<file path="config.mk">
export PLATFORM = sky130hd
export DESIGN_NAME = trap_entry_unit
export DESIGN_NICKNAME = d
export VERILOG_FILES = /design/src/rtl/trap_entry_pkg.sv /design/src/rtl/trap_route_sel.sv /design/src/rtl/trap_cwp_shift.sv /design/src/rtl/trap_state_next.sv /design/src/rtl/trap_entry_unit.sv
export SDC_FILE = /design/constraint.sdc
export NUM_CORES = 1
export LEC_CHECK = 0
export BUFFER_PORTS_ARGS = -buffer_cell sky130_fd_sc_hd__buf_2
export CORE_AREA = 2 2 79 81
export CTS_CLUSTER_DIAMETER = 150
export DETAILED_ROUTE_END_ITERATION = 7
export DIE_AREA = 0 0 81 83
export PLACE_DENSITY = 0.84
export SETUP_SLACK_MARGIN = 0.02
export SLEW_MARGIN = 20
export SYNTH_ARGS = -nofsm -noshare
export SYNTH_HDL_FRONTEND = slang
export SYNTH_HIERARCHICAL = 1
export SYNTH_SLANG_ARGS = --single-unit
export TNS_END_PERCENT = 50
</file>
<file path="constraint.sdc">
create_clock -name clk_i -period 1.7 [get_ports clk_i]
set_clock_uncertainty 0.2 [all_clocks]
set_input_delay 0.425 -clock clk_i [delete_from_list [all_inputs] [get_ports clk_i]]
set_output_delay 0.425 -clock clk_i [all_outputs]
set_load 0.01 [all_outputs]
</file>
<file path="src/rtl/trap_entry_pkg.sv">
package trap_entry_pkg;
  localparam int PS_W = 10;
  localparam int HS_W = 12;
  localparam int PS_PRIV = 2;
  localparam int PS_AM = 3;
  localparam int PS_PEF = 4;
  localparam int HS_HPRIV = 2;
  localparam int HS_RED = 5;
  localparam int RED_IDX = 5;
  localparam int WDOG_IDX = 2;
  localparam int HYPER_TT_MIN = 384;
  localparam int TT_SAVE = 'h24;
  localparam int TT_SPILL_LO = 'h80;
  localparam int TT_SPILL_HI = 'hBF;
  localparam int TT_FILL_LO = 'hC0;
  localparam int TT_FILL_HI = 'hFF;

  typedef enum logic [1:0] {MODE_USER, MODE_PRIV, MODE_HYPER} mode_e;
  typedef enum logic [1:0] {VEC_NONE = 2'd0, VEC_RED = 2'd1, VEC_HYPER = 2'd2, VEC_PRIV = 2'd3} vec_kind_e;
  typedef enum logic [2:0] {RT_ERROR, RT_RED, RT_WDOG, RT_HYPER, RT_PRIV} route_e;
endpackage

</file>
<file path="src/rtl/trap_route_sel.sv">
module trap_route_sel
  import trap_entry_pkg::*;
#(
  parameter int MAX_TL  = 6,
  parameter int MAX_PTL = 2,
  parameter int TL_W    = 3,
  parameter int TT_W    = 9
) (
  input  logic [TL_W-1:0] tl_i,
  input  logic [TT_W-1:0] tt_i,
  input  logic [PS_W-1:0] pstate_i,
  input  logic [HS_W-1:0] hpstate_i,
  output mode_e           mode_o,
  output route_e          route_o
);
  localparam logic [TL_W:0] TL_RED  = (TL_W+1)'(MAX_TL - 1);
  localparam logic [TL_W:0] TL_ERR  = (TL_W+1)'(MAX_TL);
  localparam logic [TL_W:0] TL_PMAX = (TL_W+1)'(MAX_PTL);
  localparam logic [TT_W-1:0] TT_HMIN = TT_W'(HYPER_TT_MIN);

  logic [TL_W:0] tl_x;
  logic          next_hyper;

  assign tl_x = {1'b0, tl_i};

  always_comb begin
    if (hpstate_i[HS_HPRIV])     mode_o = MODE_HYPER;
    else if (pstate_i[PS_PRIV])  mode_o = MODE_PRIV;
    else                         mode_o = MODE_USER;
  end

  assign next_hyper = (mode_o == MODE_HYPER);

  // order encodes priority
  always_comb begin
    if (hpstate_i[HS_RED] || tl_x == TL_RED)     route_o = RT_RED;
    else if (tl_x >= TL_ERR)                      route_o = RT_ERROR;
    else if (tl_x > TL_PMAX && !next_hyper)       route_o = RT_WDOG;
    else if (next_hyper || tt_i >= TT_HMIN)       route_o = RT_HYPER;
    else                                          route_o = RT_PRIV;
  end

  always_comb begin
    if (hpstate_i[HS_RED]) begin
      assert_red_first_R3: assert (route_o == RT_RED);
    end
  end
endmodule

</file>
<file path="src/rtl/trap_cwp_shift.sv">
module trap_cwp_shift
  import trap_entry_pkg::*;
#(
  parameter int N_WIN = 8,
  parameter int CWP_W = 3,
  parameter int TT_W  = 9
) (
  input  logic [CWP_W-1:0] cwp_i,
  input  logic [CWP_W-1:0] cansave_i,
  input  logic [TT_W-1:0]  tt_i,
  output logic [CWP_W-1:0] cwp_o
);
  localparam int SUM_W = CWP_W + 2;
  localparam logic [SUM_W-1:0] NW1 = SUM_W'(N_WIN);
  localparam logic [SUM_W-1:0] NW2 = SUM_W'(2 * N_WIN);
  localparam logic [SUM_W-1:0] NWM1 = SUM_W'(N_WIN - 1);
  localparam logic [CWP_W:0] NW_CMP = (CWP_W+1)'(N_WIN);

  logic [SUM_W-1:0] cwp_x, cs_x, sum, red_sum;

  assign cwp_x = SUM_W'(cwp_i);
  assign cs_x  = SUM_W'(cansave_i);

  always_comb begin
    if (tt_i == TT_W'(TT_SAVE))
      sum = cwp_x + SUM_W'(1);
    else if (tt_i >= TT_W'(TT_SPILL_LO) && tt_i <= TT_W'(TT_SPILL_HI))
      sum = cwp_x + cs_x + SUM_W'(2);
    else if (tt_i >= TT_W'(TT_FILL_LO) && tt_i <= TT_W'(TT_FILL_HI))
      sum = cwp_x + NWM1;
    else
      sum = cwp_x;
  end

  // sum < 2*N_WIN+1 for in-range inputs, two compares replace a divider
  always_comb begin
    if (sum >= NW2)      red_sum = sum - NW2;
    else if (sum >= NW1) red_sum = sum - NW1;
    else                 red_sum = sum;
  end

  assign cwp_o = red_sum[CWP_W-1:0];

  always_comb begin
    if ({1'b0, cwp_i} < NW_CMP && {1'b0, cansave_i} < NW_CMP) begin
      assert_cwp_range_R11: assert ({1'b0, cwp_o} < NW_CMP);
    end
  end
endmodule

</file>
<file path="src/rtl/trap_state_next.sv">
module trap_state_next
  import trap_entry_pkg::*;
#(
  parameter int MAX_TL  = 6,
  parameter int MAX_GL  = 3,
  parameter int MAX_PGL = 2,
  parameter int TL_W    = 3,
  parameter int GL_W    = 2,
  parameter int TT_W    = 9
) (
  input  route_e          route_i,
  input  logic [TT_W-1:0] tt_i,
  input  logic [TL_W-1:0] tl_i,
  input  logic [GL_W-1:0] gl_i,
  input  logic [PS_W-1:0] pstate_i,
  input  logic [HS_W-1:0] hpstate_i,
  output logic [TL_W-1:0] tl_o,
  output logic [GL_W-1:0] gl_o,
  output logic [PS_W-1:0] pstate_o,
  output logic [HS_W-1:0] hpstate_o,
  output vec_kind_e       kind_o,
  output logic [TT_W-1:0] idx_o,
  output logic            err_o
);
  localparam logic [GL_W:0] GL_HCAP = (GL_W+1)'(MAX_GL);
  localparam logic [GL_W:0] GL_PCAP = (GL_W+1)'(MAX_PGL);
  localparam logic [TL_W:0] TL_CAP  = (TL_W+1)'(MAX_TL);

  logic [GL_W:0] gl_inc, gl_cap, gl_sat;
  logic [TL_W:0] tl_inc, tl_sat;

  assign gl_inc = {1'b0, gl_i} + (GL_W+1)'(1);
  assign gl_cap = (route_i == RT_PRIV) ? GL_PCAP : GL_HCAP;
  assign gl_sat = (gl_inc > gl_cap) ? gl_cap : gl_inc;
  assign tl_inc = {1'b0, tl_i} + (TL_W+1)'(1);
  assign tl_sat = (tl_inc > TL_CAP) ? TL_CAP : tl_inc;

  always_comb begin
    tl_o      = tl_sat[TL_W-1:0];
    gl_o      = gl_sat[GL_W-1:0];
    pstate_o  = pstate_i;
    hpstate_o = hpstate_i;
    kind_o    = VEC_NONE;
    idx_o     = '0;
    err_o     = 1'b0;
    unique case (route_i)
      RT_ERROR: begin
        tl_o  = tl_i;
        gl_o  = gl_i;
        err_o = 1'b1;
      end
      RT_RED: begin
        hpstate_o[HS_RED]   = 1'b1;
        hpstate_o[HS_HPRIV] = 1'b1;
        kind_o = VEC_RED;
        idx_o  = TT_W'(RED_IDX);
      end
      RT_WDOG, RT_HYPER: begin
        pstate_o[PS_PEF]    = 1'b1;
        pstate_o[PS_AM]     = 1'b0;
        hpstate_o[HS_RED]   = 1'b0;
        hpstate_o[HS_HPRIV] = 1'b1;
        kind_o = VEC_HYPER;
        idx_o  = (route_i == RT_WDOG) ? TT_W'(WDOG_IDX) : tt_i;
      end
      RT_PRIV: begin
        pstate_o[PS_PEF]  = 1'b1;
        pstate_o[PS_AM]   = 1'b0;
        pstate_o[PS_PRIV] = 1'b1;
        kind_o = VEC_PRIV;
        idx_o  = tt_i;
      end
      default: ;
    endcase
  end
endmodule

</file>
<file path="src/rtl/trap_entry_unit.sv">
module trap_entry_unit
  import trap_entry_pkg::*;
#(
  parameter int MAX_TL  = 6,
  parameter int MAX_PTL = 2,
  parameter int MAX_GL  = 3,
  parameter int MAX_PGL = 2,
  parameter int N_WIN   = 8,
  parameter int TT_W    = 9,
  localparam int TL_W   = $clog2(MAX_TL + 1),
  localparam int GL_W   = $clog2(MAX_GL + 1),
  localparam int CWP_W  = $clog2(N_WIN)
) (
  input  logic             clk_i,
  input  logic             rst_ni,
  input  logic             trap_req_i,
  input  logic [TT_W-1:0]  trap_type_i,
  input  logic [TL_W-1:0]  tl_i,
  input  logic [GL_W-1:0]  gl_i,
  input  logic [CWP_W-1:0] cwp_i,
  input  logic [CWP_W-1:0] cansave_i,
  input  logic [9:0]       pstate_i,
  input  logic [11:0]      hpstate_i,
  output logic             valid_o,
  output logic [TL_W-1:0]  tl_o,
  output logic [GL_W-1:0]  gl_o,
  output logic [CWP_W-1:0] cwp_o,
  output logic [TT_W-1:0]  tt_o,
  output logic [9:0]       pstate_o,
  output logic [11:0]      hpstate_o,
  output logic [1:0]       vec_kind_o,
  output logic [TT_W-1:0]  vec_idx_o,
  output logic             error_o
);
  mode_e            cur_mode;
  route_e           route;
  vec_kind_e        kind_d;
  logic [TL_W-1:0]  tl_d;
  logic [GL_W-1:0]  gl_d;
  logic [CWP_W-1:0] cwp_sh, cwp_d;
  logic [PS_W-1:0]  ps_d;
  logic [HS_W-1:0]  hs_d;
  logic [TT_W-1:0]  idx_d;
  logic             err_d;
  logic             moves_win;

  trap_route_sel #(.MAX_TL(MAX_TL), .MAX_PTL(MAX_PTL), .TL_W(TL_W), .TT_W(TT_W)) u_route (
    .tl_i(tl_i), .tt_i(trap_type_i), .pstate_i(pstate_i), .hpstate_i(hpstate_i),
    .mode_o(cur_mode), .route_o(route)
  );

  trap_cwp_shift #(.N_WIN(N_WIN), .CWP_W(CWP_W), .TT_W(TT_W)) u_cwp (
    .cwp_i(cwp_i), .cansave_i(cansave_i), .tt_i(trap_type_i), .cwp_o(cwp_sh)
  );

  trap_state_next #(
    .MAX_TL(MAX_TL), .MAX_GL(MAX_GL), .MAX_PGL(MAX_PGL),
    .TL_W(TL_W), .GL_W(GL_W), .TT_W(TT_W)
  ) u_next (
    .route_i(route), .tt_i(trap_type_i), .tl_i(tl_i), .gl_i(gl_i),
    .pstate_i(pstate_i), .hpstate_i(hpstate_i),
    .tl_o(tl_d), .gl_o(gl_d), .pstate_o(ps_d), .hpstate_o(hs_d),
    .kind_o(kind_d), .idx_o(idx_d), .err_o(err_d)
  );

  assign moves_win = (route == RT_WDOG) || (route == RT_HYPER) || (route == RT_PRIV);
  assign cwp_d     = moves_win ? cwp_sh : cwp_i;

  always_ff @(posedge clk_i or negedge rst_ni) begin
    if (!rst_ni) begin
      valid_o    <= 1'b0;
      tl_o       <= '0;
      gl_o       <= '0;
      cwp_o      <= '0;
      tt_o       <= '0;
      pstate_o   <= '0;
      hpstate_o  <= '0;
      vec_kind_o <= '0;
      vec_idx_o  <= '0;
      error_o    <= 1'b0;
    end else begin
      valid_o <= trap_req_i;
      if (trap_req_i) begin
        tl_o       <= tl_d;
        gl_o       <= gl_d;
        cwp_o      <= cwp_d;
        pstate_o   <= ps_d;
        hpstate_o  <= hs_d;
        vec_kind_o <= kind_d;
        vec_idx_o  <= idx_d;
        error_o    <= err_d;
        if (!err_d) tt_o <= trap_type_i;
      end
    end
  end

  assert_req_valid_R12: assert property (@(posedge clk_i) disable iff (!rst_ni)
    trap_req_i |=> valid_o);
  assert_idle_hold_R12: assert property (@(posedge clk_i) disable iff (!rst_ni)
    !trap_req_i |=> (!valid_o && $stable(tl_o) && $stable(cwp_o) && $stable(gl_o)));
  assert_err_novec_R4: assert property (@(posedge clk_i) disable iff (!rst_ni)
    error_o |-> (vec_kind_o == VEC_NONE));
  assert_red_idx_R3: assert property (@(posedge clk_i) disable iff (!rst_ni)
    (vec_kind_o == VEC_RED) |-> (vec_idx_o == TT_W'(RED_IDX) && hpstate_o[HS_RED]));
  assert_priv_bits_R9: assert property (@(posedge clk_i) disable iff (!rst_ni)
    (valid_o && vec_kind_o == VEC_PRIV) |-> (pstate_o[PS_PEF] && !pstate_o[PS_AM] && pstate_o[PS_PRIV]));
  assert_hyper_bits_R10: assert property (@(posedge clk_i) disable iff (!rst_ni)
    (valid_o && vec_kind_o == VEC_HYPER) |-> (hpstate_o[HS_HPRIV] && !hpstate_o[HS_RED]));
  assert_user_not_hyper_R2: assert property (@(posedge clk_i) disable iff (!rst_ni)
    (trap_req_i && cur_mode == MODE_USER && trap_type_i < TT_W'(HYPER_TT_MIN)
     && !hpstate_i[HS_RED] && tl_i < TL_W'(MAX_PTL)) |=> (vec_kind_o == VEC_PRIV));
endmodule

</file>
==> parameters.txt <==
Parameter                              Value

Critical path
  Worst reg2reg endpoint ... tt_o[5]$_DFFE_PN0P_
  Length in cells of the worst reg-to-reg path ... 1
  Startpoint types ... input pin
  Critical path origin ... trap_type_i[8]
  Reg2Reg Setup Slack ... 0.71 ns
  Crit. End Element ... register
  Worst setup path class ... input pin to register
  Origin of the critical flop-to-flop path ... tt_o[5]$_DFFE_PN0P_
  Capture point of the critical path ... gl_o[1]$_DFFE_PN0P_
  Critical path data arrival time ... 2.07 ns
  Highest net fanout along the worst path ... 5
  Data required time of the worst path ... 1.69 ns

Clocking
  Worst skew pair latency ... 0.30 ns
  Clk buf depth ... 2
  H-tree lvl count ... 2
  TritonCTS clock tree ... built
  TritonCTS buffer count ... 5
  Root buf cell ... clkbuf_8
  Clk sink count ... 52
  Worst-path clk slew ... 0.10 ns

Placed design
  Detailed placer's ending HPWL ... 4760 um
  Post-Place Cell Area ... 0.00350 mm^2
  Routability congestion estimate from global placement ... 0.765
  IO buf count ... 96

Route
  Count of routing violations after the opening detailed-route iteration ... 82
  Via density per instance ... 5.20
  ANT nets after route ... 0
  Remaining routing DRC violations ... 0
  Vias post-DR ... 2242
  DRT Wirelength ... 6800 um
  Wirelength per Cell ... 15.8 um
  Number of detailed-routing iterations run before antenna repair ... 4

Power
  Max rail drop VDD ... 0.622 mV
  Internal ... 2.30 mW
  Sequential cell fraction of total power ... 45.5%
  Leakage dissipation ... 1.96 nW
  Clock share of power ... 26.5%
  Pwr/cell area ... 817 mW/mm^2
  Overall power of the completed layout ... 3.20 mW
  Proportion of power drawn by combinational gates ... 28.0%
  Net switching share of the total power ... 28.1%
  Sw Pwr ... 0.897 mW

Global routing
  Overall routing resource usage ... 20.2%
  Remaining global-route overflow ... 0
  Number of global-route vias before repair ... 2264
  Global-route wire length before repair ... 10700 um
  Initial antenna violation count ... 0
  Largest net degree at the start of global routing ... 53

STA
  Number of pins exceeding their max-slew limit in the final report ... 0
  Highest attainable clock frequency ... 482 MHz
  Final critical delay including setup and external delays ... 2.08 ns
  Slew @ Worst Pin ... 0.312 ns
  Post-route clock period utilization ... 122%
  Unrepaired setup endpoints after global routing ... true
  Slew Limit Headroom ... 79.2%
  Hold violation count in the final report ... 0
  Setup-violating endpoint count in the final report ... 34
  Worst setup slack after layout ... -0.376 ns

Floorplan
  Die height ... 83 um
  Die area ... 0.00672 mm^2
  Row Count ... 28
  Starting density of the core ... 48.3%
  Core outline area ... 0.00582 mm^2
  IO Count ... 97
  Die extent in x ... 81 um

Cells and area
  Fraction of layout cells with a size suffix above 1 ... 66.0%
  Count of antenna diodes in the layout ... 0
  Utilization after layout ... 67.3%
  Number of nets in the layout ... 407
  Cell area after layout ... 0.00391 mm^2
  Most frequent standard cell in the layout excluding fill and tap cells ... buf_2
  Commonest non-fill, non-tap cells in the layout ... 92 x buf_2, 52 x dfrtp_1, 33 x buf_4
  Post-synthesis to final-layout area growth ... 39.4%

Synthesis
  Synthesized netlist net count ... 285
  Yosys warning total ... 6
  Cell area after synthesis ... 0.00281 mm^2
  Avg Synthesized Cell Area ... 12.0 um^2
  Number of standard cells after synthesis ... 233

Worst hold path
  Min-delay worst type ... input pin to register

Outcome
  Outcome ... finished with violations
  Failing checks ... setup timing

Job
  Maxcap violations ... 0
sequential cells by signal, indices dropped and copies added (netlist names):
signal,cells
cwp_o,3
hpstate_o,12
vec_idx_o,9
gl_o,2
tt_o,9
valid_o,1
vec_kind_o,2
tl_o,3
pstate_o,10
error_o,1
power groups by stage:
stage               combinational [mW]  clock [mW]  sequential, mW
global placement                 0.760           0            1.47
global route                     0.967       0.924            1.47
detailed placement               0.788           0            1.47
CTS                              0.864       0.874            1.45
finish                           0.896       0.847            1.45
floorplan                        0.372           0            1.54
metal layers:
metal	share of wire, %	GRT usage, %	vias to the layer above
met1	41	25.0	1101
met3	6.5	5.11	18
met5	0	0	-
met4	2.1	6.32	0
li1	-	-	1040
met2	51	34.0	83
area by class of cell:
cell class                 instances  area (um^2)
clock buffer                       5         68.8
multi-input combinational        148         1480
inverter                           9         38.8
fill                             433         1900
sequential                        52         1300
timing repair buffer             139          886
clock inverter                     3         42.5
tap                               75         93.8
stage by stage:
stage,worst slack [ns],hold WS [ns],std cells,setup TNS (ns)
after floorplan,-0.501,-0.0706,233,-12.52
after global placement,-0.695,0.236,414,-20.25
after detailed placement,-0.753,0.237,414,-22.01
after CTS,-0.375,0.131,427,-9.06
after global routing,-0.398,0.126,431,-10.44
final,-0.376,0.140,431,-9.15
repair_timing:
item,4_1_cts,5_1_grt
endpoints found under the hold margin,52,0
hold buffers,1,0
setup endpoints to repair,34,34
setup buffers,5,6
pin swaps,18,18
resized for setup,39,19
how the worst min path moves through the flow:
stage / startpoint / endpoint / slack (ns) / cells past startpoint
finish: hpstate_i[9] / hpstate_o[9]$_DFFE_PN0P_ / 0.14 / 2
floorplan: rst_ni / cwp_o[0]$_DFFE_PN0P_ / -0.07 / 0
detailed placement: rst_ni / pstate_o[7]$_DFFE_PN0P_ / 0.24 / 2
global placement: rst_ni / pstate_o[6]$_DFFE_PN0P_ / 0.24 / 2
CTS: hpstate_i[9] / hpstate_o[9]$_DFFE_PN0P_ / 0.13 / 2
global route: hpstate_i[9] / hpstate_o[9]$_DFFE_PN0P_ / 0.13 / 2
critical path, stage by stage:
cell and delay (ns):
buf_6 0.10, a221oi_4 0.28, o22a_1 0.21, nor2_4 0.06, or3_4 0.40, buf_6 0.15
a21o_2 0.18, mux2_4 0.26
Power figures use the tool's default switching activity.
